### src/rtl/irqb_pkg.sv
package irqb_pkg;
   localparam int          MAX_SRC      = 24;
   localparam int          MIN_SYNC     = 2;
   localparam logic [4:0]  A_CTRL       = 5'h18;
   localparam int          CTRL_COR_BIT = 0;
   localparam int          NLINES       = 2;
endpackage

### src/rtl/irqb_sync.sv
module irqb_sync #(
   parameter int W      = 8,
   parameter int STAGES = 2
) (
   input  logic         clk,
   input  logic         rst_n,
   input  logic [W-1:0] d,
   output logic [W-1:0] q
);
   logic [W-1:0] chain_q [STAGES];

   always_ff @(posedge clk or negedge rst_n) begin
      if (!rst_n) begin
         for (int s = 0; s < STAGES; s++) chain_q[s] <= '0;
      end else begin
         chain_q[0] <= d;
         for (int s = 1; s < STAGES; s++) chain_q[s] <= chain_q[s-1];
      end
   end

   assign q = chain_q[STAGES-1];
endmodule

### src/rtl/irqb_edge.sv
module irqb_edge #(
   parameter int N = 8
) (
   input  logic           clk,
   input  logic           rst_n,
   input  logic [N-1:0]   lvl,
   input  logic [2*N-1:0] trig_cfg,
   output logic [N-1:0]   ev
);
   logic [N-1:0] prev_q;

   always_ff @(posedge clk or negedge rst_n) begin
      if (!rst_n) prev_q <= '0;
      else        prev_q <= lvl;
   end

   always_comb begin
      for (int i = 0; i < N; i++) begin
         ev[i] = (lvl[i] & ~prev_q[i] & trig_cfg[2*i+1]) |
                 (~lvl[i] & prev_q[i] & trig_cfg[2*i]);
      end
   end
endmodule

### src/rtl/irqb_line.sv
module irqb_line #(
   parameter int N  = 8,
   parameter int NB = 1
) (
   input  logic          clk,
   input  logic          rst_n,
   input  logic [N-1:0]  ev,
   input  logic [N-1:0]  clr,
   input  logic [NB-1:0] mask_we,
   input  logic [7:0]    wdata,
   output logic [N-1:0]  stat,
   output logic [N-1:0]  mask,
   output logic          irq_n
);
   logic [N-1:0] stat_q, pend_q, mask_q;
   logic [N-1:0] stat_d, pend_d;

   always_comb begin
      for (int i = 0; i < N; i++) begin
         stat_d[i] = stat_q[i];
         pend_d[i] = pend_q[i];
         if (ev[i]) begin
            stat_d[i] = 1'b1;
            if (stat_q[i] && !clr[i]) pend_d[i] = 1'b1;
         end else if (clr[i] && stat_q[i]) begin
            stat_d[i] = pend_q[i];
            pend_d[i] = 1'b0;
         end
      end
   end

   always_ff @(posedge clk or negedge rst_n) begin
      if (!rst_n) begin
         stat_q <= '0;
         pend_q <= '0;
         mask_q <= '1;
      end else begin
         stat_q <= stat_d;
         pend_q <= pend_d;
         for (int i = 0; i < N; i++) begin
            if (mask_we[i/8]) mask_q[i] <= wdata[i%8];
         end
      end
   end

   assign stat  = stat_q;
   assign mask  = mask_q;
   assign irq_n = ~|(stat_q & ~mask_q);

   // a held event only exists behind a set status bit
   a_r9_pend_under_stat: assert property (@(posedge clk) disable iff (!rst_n)
      (pend_q & ~stat_q) == '0);

   // an event always leaves its status bit set, clear or not
   a_r10_event_wins: assert property (@(posedge clk) disable iff (!rst_n)
      (ev != '0) |=> ((stat_q & $past(ev)) == $past(ev)));

   // a status bit only drops after a clear request
   a_r8_drop_needs_clear: assert property (@(posedge clk) disable iff (!rst_n)
      (~stat_q & $past(stat_q) & ~$past(clr)) == '0);
endmodule

### src/rtl/irq_dual_line_ctrl.sv
module irq_dual_line_ctrl
   import irqb_pkg::*;
#(
   parameter int NUM_SRC     = 24,
   parameter int SYNC_STAGES = 2
) (
   input  logic               clk,
   input  logic               rst_n,
   input  logic [NUM_SRC-1:0] src_lvl,
   input  logic [4:0]         addr,
   input  logic [7:0]         wdata,
   input  logic               wr_en,
   input  logic               rd_en,
   output logic [7:0]         rdata,
   output logic [1:0]         irq_n
);
   localparam int NB  = (NUM_SRC + 7) / 8;
   localparam int NEB = (NUM_SRC + 3) / 4;

   generate
      if (NUM_SRC < 1 || NUM_SRC > MAX_SRC) begin : g_bad_src
         $error("NUM_SRC out of range");
      end
      if (SYNC_STAGES < MIN_SYNC) begin : g_bad_sync
         $error("SYNC_STAGES too small");
      end
      if (NEB > 8) begin : g_bad_edge
         $error("edge bytes exceed address window");
      end
   endgenerate

   logic [NUM_SRC-1:0]   lvl_s, ev;
   logic [2*NUM_SRC-1:0] edge_q;
   logic                 cor_q;
   logic [NUM_SRC-1:0]   stat_l [NLINES];
   logic [NUM_SRC-1:0]   mask_l [NLINES];
   logic [NUM_SRC-1:0]   clr_l  [NLINES];
   logic [NB-1:0]        mwe_l  [NLINES];
   logic [7:0]           rd_next;
   logic                 sm_hit, edge_hit;

   assign sm_hit   = ~addr[4];
   assign edge_hit = (addr[4:3] == 2'b10);

   irqb_sync #(.W(NUM_SRC), .STAGES(SYNC_STAGES)) u_sync (
      .clk(clk), .rst_n(rst_n), .d(src_lvl), .q(lvl_s));

   irqb_edge #(.N(NUM_SRC)) u_edge (
      .clk(clk), .rst_n(rst_n), .lvl(lvl_s), .trig_cfg(edge_q), .ev(ev));

   genvar l;
   generate
      for (l = 0; l < NLINES; l++) begin : g_line
         localparam logic LSEL = 1'(l);
         logic line_hit;
         assign line_hit = sm_hit && (addr[3] == LSEL);

         always_comb begin
            for (int b = 0; b < NB; b++) begin
               mwe_l[l][b] = wr_en && line_hit && addr[2] && (addr[1:0] == 2'(b));
            end
            for (int i = 0; i < NUM_SRC; i++) begin
               clr_l[l][i] = 1'b0;
               if (line_hit && !addr[2] && (addr[1:0] == 2'(i/8))) begin
                  if (cor_q) clr_l[l][i] = rd_en;
                  else       clr_l[l][i] = wr_en & wdata[i%8];
               end
            end
         end

         irqb_line #(.N(NUM_SRC), .NB(NB)) u_line (
            .clk(clk), .rst_n(rst_n), .ev(ev), .clr(clr_l[l]),
            .mask_we(mwe_l[l]), .wdata(wdata),
            .stat(stat_l[l]), .mask(mask_l[l]), .irq_n(irq_n[l]));
      end
   endgenerate

   always_ff @(posedge clk or negedge rst_n) begin
      if (!rst_n) begin
         edge_q <= '0;
         cor_q  <= 1'b0;
      end else if (wr_en) begin
         for (int i = 0; i < 2*NUM_SRC; i++) begin
            if (edge_hit && addr[2:0] == 3'(i/8)) edge_q[i] <= wdata[i%8];
         end
         if (addr == A_CTRL) cor_q <= wdata[CTRL_COR_BIT];
      end
   end

   always_comb begin
      rd_next = '0;
      for (int i = 0; i < NUM_SRC; i++) begin
         if (sm_hit && addr[1:0] == 2'(i/8)) begin
            rd_next[i%8] = addr[2] ? mask_l[addr[3]][i] : stat_l[addr[3]][i];
         end
      end
      for (int i = 0; i < 2*NUM_SRC; i++) begin
         if (edge_hit && addr[2:0] == 3'(i/8)) rd_next[i%8] = edge_q[i];
      end
      if (addr == A_CTRL) rd_next[CTRL_COR_BIT] = cor_q;
   end

   always_ff @(posedge clk or negedge rst_n) begin
      if (!rst_n)     rdata <= '0;
      else if (rd_en) rdata <= rd_next;
   end

   // checker-side view of sources that are switched off
   logic [NUM_SRC-1:0] off_vec;
   always_comb begin
      for (int i = 0; i < NUM_SRC; i++) off_vec[i] = (edge_q[2*i +: 2] == 2'b00);
   end

   // a source with field 00 never raises status on either line
   a_r3_off_never_sets: assert property (@(posedge clk) disable iff (!rst_n)
      ((stat_l[0] & ~$past(stat_l[0]) & $past(off_vec)) == '0) &&
      ((stat_l[1] & ~$past(stat_l[1]) & $past(off_vec)) == '0));

   // a fully masked line keeps its output released
   a_r6_all_masked_quiet: assert property (@(posedge clk) disable iff (!rst_n)
      (&mask_l[0]) |-> irq_n[0]);

   // lines see the same events, so a rise on one line is a rise or hold on the other
   a_r5_shared_events: assert property (@(posedge clk) disable iff (!rst_n)
      ((stat_l[0] & ~$past(stat_l[0]) & ~stat_l[1]) == '0));
endmodule

### config.mk
export PLATFORM = sky130hd
export DESIGN_NAME = irq_dual_line_ctrl
export DESIGN_NICKNAME = d
export VERILOG_FILES = /design/src/rtl/irqb_pkg.sv /design/src/rtl/irqb_sync.sv /design/src/rtl/irqb_edge.sv /design/src/rtl/irqb_line.sv /design/src/rtl/irq_dual_line_ctrl.sv
export SDC_FILE = /design/constraint.sdc
export NUM_CORES = 1
export LEC_CHECK = 0
export BUFFER_PORTS_ARGS = -buffer_cell sky130_fd_sc_hd__buf_2
export CELL_PAD_IN_SITES_DETAIL_PLACEMENT = 1
export CELL_PAD_IN_SITES_GLOBAL_PLACEMENT = 2
export CORE_ASPECT_RATIO = 1.75
export CORE_MARGIN = 2
export CORE_UTILIZATION = 35
export CTS_BUF_LIST = sky130_fd_sc_hd__clkbuf_4 sky130_fd_sc_hd__clkbuf_8
export CTS_CLUSTER_DIAMETER = 30
export CTS_CLUSTER_SIZE = 30
export DETAILED_ROUTE_END_ITERATION = 10
export PLACE_DENSITY_LB_ADDON = 0.1
export SKIP_CTS_REPAIR_TIMING = 1
export SLEW_MARGIN = 40
export SYNTH_ARGS = -nofsm -noshare
export SYNTH_HDL_FRONTEND = slang
export SYNTH_SLANG_ARGS = --single-unit
### constraint.sdc
create_clock -name clk -period 4.2 [get_ports clk]
set_clock_uncertainty 0.2 [all_clocks]
set_input_delay 0.84 -clock clk [delete_from_list [all_inputs] [get_ports clk]]
set_output_delay 0.84 -clock clk [all_outputs]
set_load 0.1 [all_outputs]
==> metrics.md <==
| Metric | Value |
|---|---|
| Status | `complete, no violations` |
| TritonCTS clock tree | `built` |
| CP max stage delay | `0.57 ns` |
| Worst setup SP type | `flop` |
| Crit Path Max Fanout | `4` |
| Syn avg cell area | `10.86 µm²` |
| Via Count | `9200` |
| Switching part of the total | `32.43%` |
| Total GRT Usage | `23.17%` |
| Lkg Pwr | `6.028 nW` |
| Clock Power Share | `39.3%` |
| Count leader, synth | `dfrtp_1` |
| Routed length per placed instance | `24.52 µm` |
| Critical path data arrival time | `2.66 ns` |
| Num ports | `51` |
| Multi-input logic area | `4848 µm²` |
| Distinct cell type count of the synthesized netlist | `57` |
| Via density | `5.399` |
| CP required | `3.16 ns` |
| Clk sinks | `273` |
| Tmin final | `3.702 ns` |
| Sw power | `2.497 mW` |
| Reg power frac | `46.6%` |
| Fraction of layout cells with a size suffix above 1 | `20.27%` |
| WL final | `41780 µm` |
| Fin nets | `1239` |
| Wire length of the first global-routing pass | `62990 µm` |
| Storage cell area | `6892 µm²` |
| VDD IR max | `300.9 µV` |
| Setup violations, final | `0` |
| RSZ-0062 raised after global routing | `no` |
| Clk_lat worst skew | `0.62 ns` |
| 1st-iter DRT viols | `416` |
| Die H | `251.4 µm` |
| Top cells by area, synth | `dfrtp_1 (46%), dfstp_2 (10%), mux2_1 (7.9%)` |
| Synth-to-layout area growth | `16.26%` |
| P_int | `5.205 mW` |
| Tcrit/Tclk final | `88.13%` |
| PortBufs | `50` |
| Max-capacitance violation count | `0` |
| Largest net degree at the start of global routing | `91` |
| Placed cell area | `12960 µm²` |
| Fin Setup TNS | `0 ns` |
| Detailed Routing Iterations Pass 1 | `4` |
| CORE AREA | `34460 µm²` |
| Critical path's slowest cell | `nor4_1` |
| Asr flop ratio synth | `100.0%` |
| Yosys top cell by area | `dfrtp_1` |
| Initial antenna violation count | `1` |
| Pins Over Slew Limit | `0` |
| Worst hold path class | `input pin to flop` |
| Post-synthesis cell count | `1127` |
| TritonCTS buffer count | `53` |
| Die span in x | `145.3 µm` |
| Synth Warn # | `0` |
| GRT overflow | `0` |
| Max Fclk | `0.2702 GHz` |
| H-tree depth | `2` |
| Routability cong. | `0.8379` |
| Combinational share of power | `14.1%` |
| Critical path class | `flop to primary output` |
| Root buffer cell | `clkbuf_8` |
| Initial Util | `35.51%` |
| Total die area | `36530 µm²` |
| Max transition margin | `40.11%` |
| Slew @ Worst Pin | `0.8951 ns` |
| Main synth FF type | `dfrtp_1` |
| Worst-path clk slew | `0.07 ns` |
| ANT nets after route | `0` |
| Final hold violations | `0` |
| Vias in the first global route | `9765` |
| # fillers | `3860` |
| Post-synthesis register bit count | `273` |
| Power per cell area | `541.4 nW/µm²` |
| Max Root-Sink Buffers | `3` |
| Mapped Area | `12240 µm²` |
| Dpl hpwl | `30470 µm` |
| Post-Syn Nets | `1168` |
| Post-route cell area | `14230 µm²` |
| Seq/Total Area, Yosys | `56.32%` |
| Commonest cells in the netlist | `dfrtp_1 (225), nand2_1 (141), a21oi_1 (108)` |
| Number of flops mapped to enable cells by yosys | `0` |
| Rows | `90` |
| CP Cell Sequence | `inv_1 -> o22ai_1 -> nor4_1 -> and3_1 -> buf_2` |
| Post-synth top area share | `46.01%` |
| DRC Markers | `0` |
| Critical path endpoint category | `primary output` |
-- placed cells by master, fill, tap and decap left out, types with 48 or more instances in the layout --
cell type    n
dfrtp_1    225
nand2_1    141
a21oi_1    108
mux2_1      86
inv_1       64
clkbuf_8    58
o21ai_0     56
buf_2       49
dfstp_2     48
-- per-stage QoR --
step | hold WS (ns) | power, mW | utilization (%) | cells | setup WS, ns
after floorplan | 0.1312 | 4.194 | - | 1127 | 1.798
after global placement | 0.1321 | 4.681 | 37.61 | 1601 | 1.021
after detailed placement | 0.1362 | 4.730 | 37.61 | 1601 | 0.9304
after CTS | 0.05158 | 7.813 | 41.17 | 1701 | 0.5005
after global routing | 0.09749 | 8.105 | 41.29 | 1704 | 0.4313
final | 0.1285 | 7.702 | 41.29 | 1704 | 0.4985
-- critical path, delay by kind of cell (launching register included) --
kind	cells	cell delay (ns)
buffers and inverters	2	0.67
AO/OA/AOI/OAI	1	0.14
AND/OR/NAND/NOR	2	0.85
flip-flops	1	0.41
-- path summary, 6_finish.rpt --
check	end	slack [ns]	startpoint	cells past startpoint
worst min register to register	u_sync.q[19]	0.14	u_sync.chain_q[43]	0
max in group asynchronous	u_sync.chain_q[39]	2.24	rst_n	4
worst min-delay path	u_sync.chain_q[33]	0.13	src_lvl[9]	1
worst max-delay path	irq_n[1]	0.50	g_line[1].u_line.stat[5]	5
worst max register to register	g_line[1].u_line.stat[11]	1.88	cor_q	5
min in group asynchronous	g_line[0].u_line.stat[19]	0.46	rst_n	2
-- power by group through the flow --
stage	combinational [mW]	clock, mW	sequential (mW)
3_5_place_dp	1.10	0	3.63
4_1_cts	1.10	3.13	3.59
2_1_floorplan	0.683	0	3.51
6_report	1.08	3.03	3.59
5_1_grt	1.20	3.25	3.65
3_3_place_gp	1.06	0	3.62
-- state kept, by name (all words and copies together), names as in the netlist --
name                  count
u_sync.chain_q           24
g_line.u_line.mask       48
u_edge.prev_q            24
u_sync.q                 24
cor_q                     1
rdata                     8
g_line.u_line.pend_q     48
edge_q                   48
g_line.u_line.stat       48
-- layer usage --
layer  part of all wire, %  global-route usage, %
met4                   3.5                  8.375
met2                    54                  43.59
met5                     0                      0
met3                   3.2                  3.267
met1                    39                  26.57
-- final cells by class --
class                   count  area share, %
flip-flops and latches    273          48.44
multi-input cells         740          34.08
clock buffers              60          5.717
well taps                 460          4.046
repair buffers             66          3.096
clock inverters            40          2.911
inverters                  64          1.689
diodes                      1        0.01759
-- kinds of logic (layout without fill, tap and decap cells) --
kind of cell	after synthesis	after routing	synth area share, %
AO/OA/AOI/OAI	306	306	14.38
buffers and inverters	114	230	4.110
flip-flops	273	273	56.32
multiplexers	135	135	13.07
other	0	1	0
AND/OR/NAND/NOR	299	299	12.13
No activity file was read; power rests on OpenSTA's default activity.
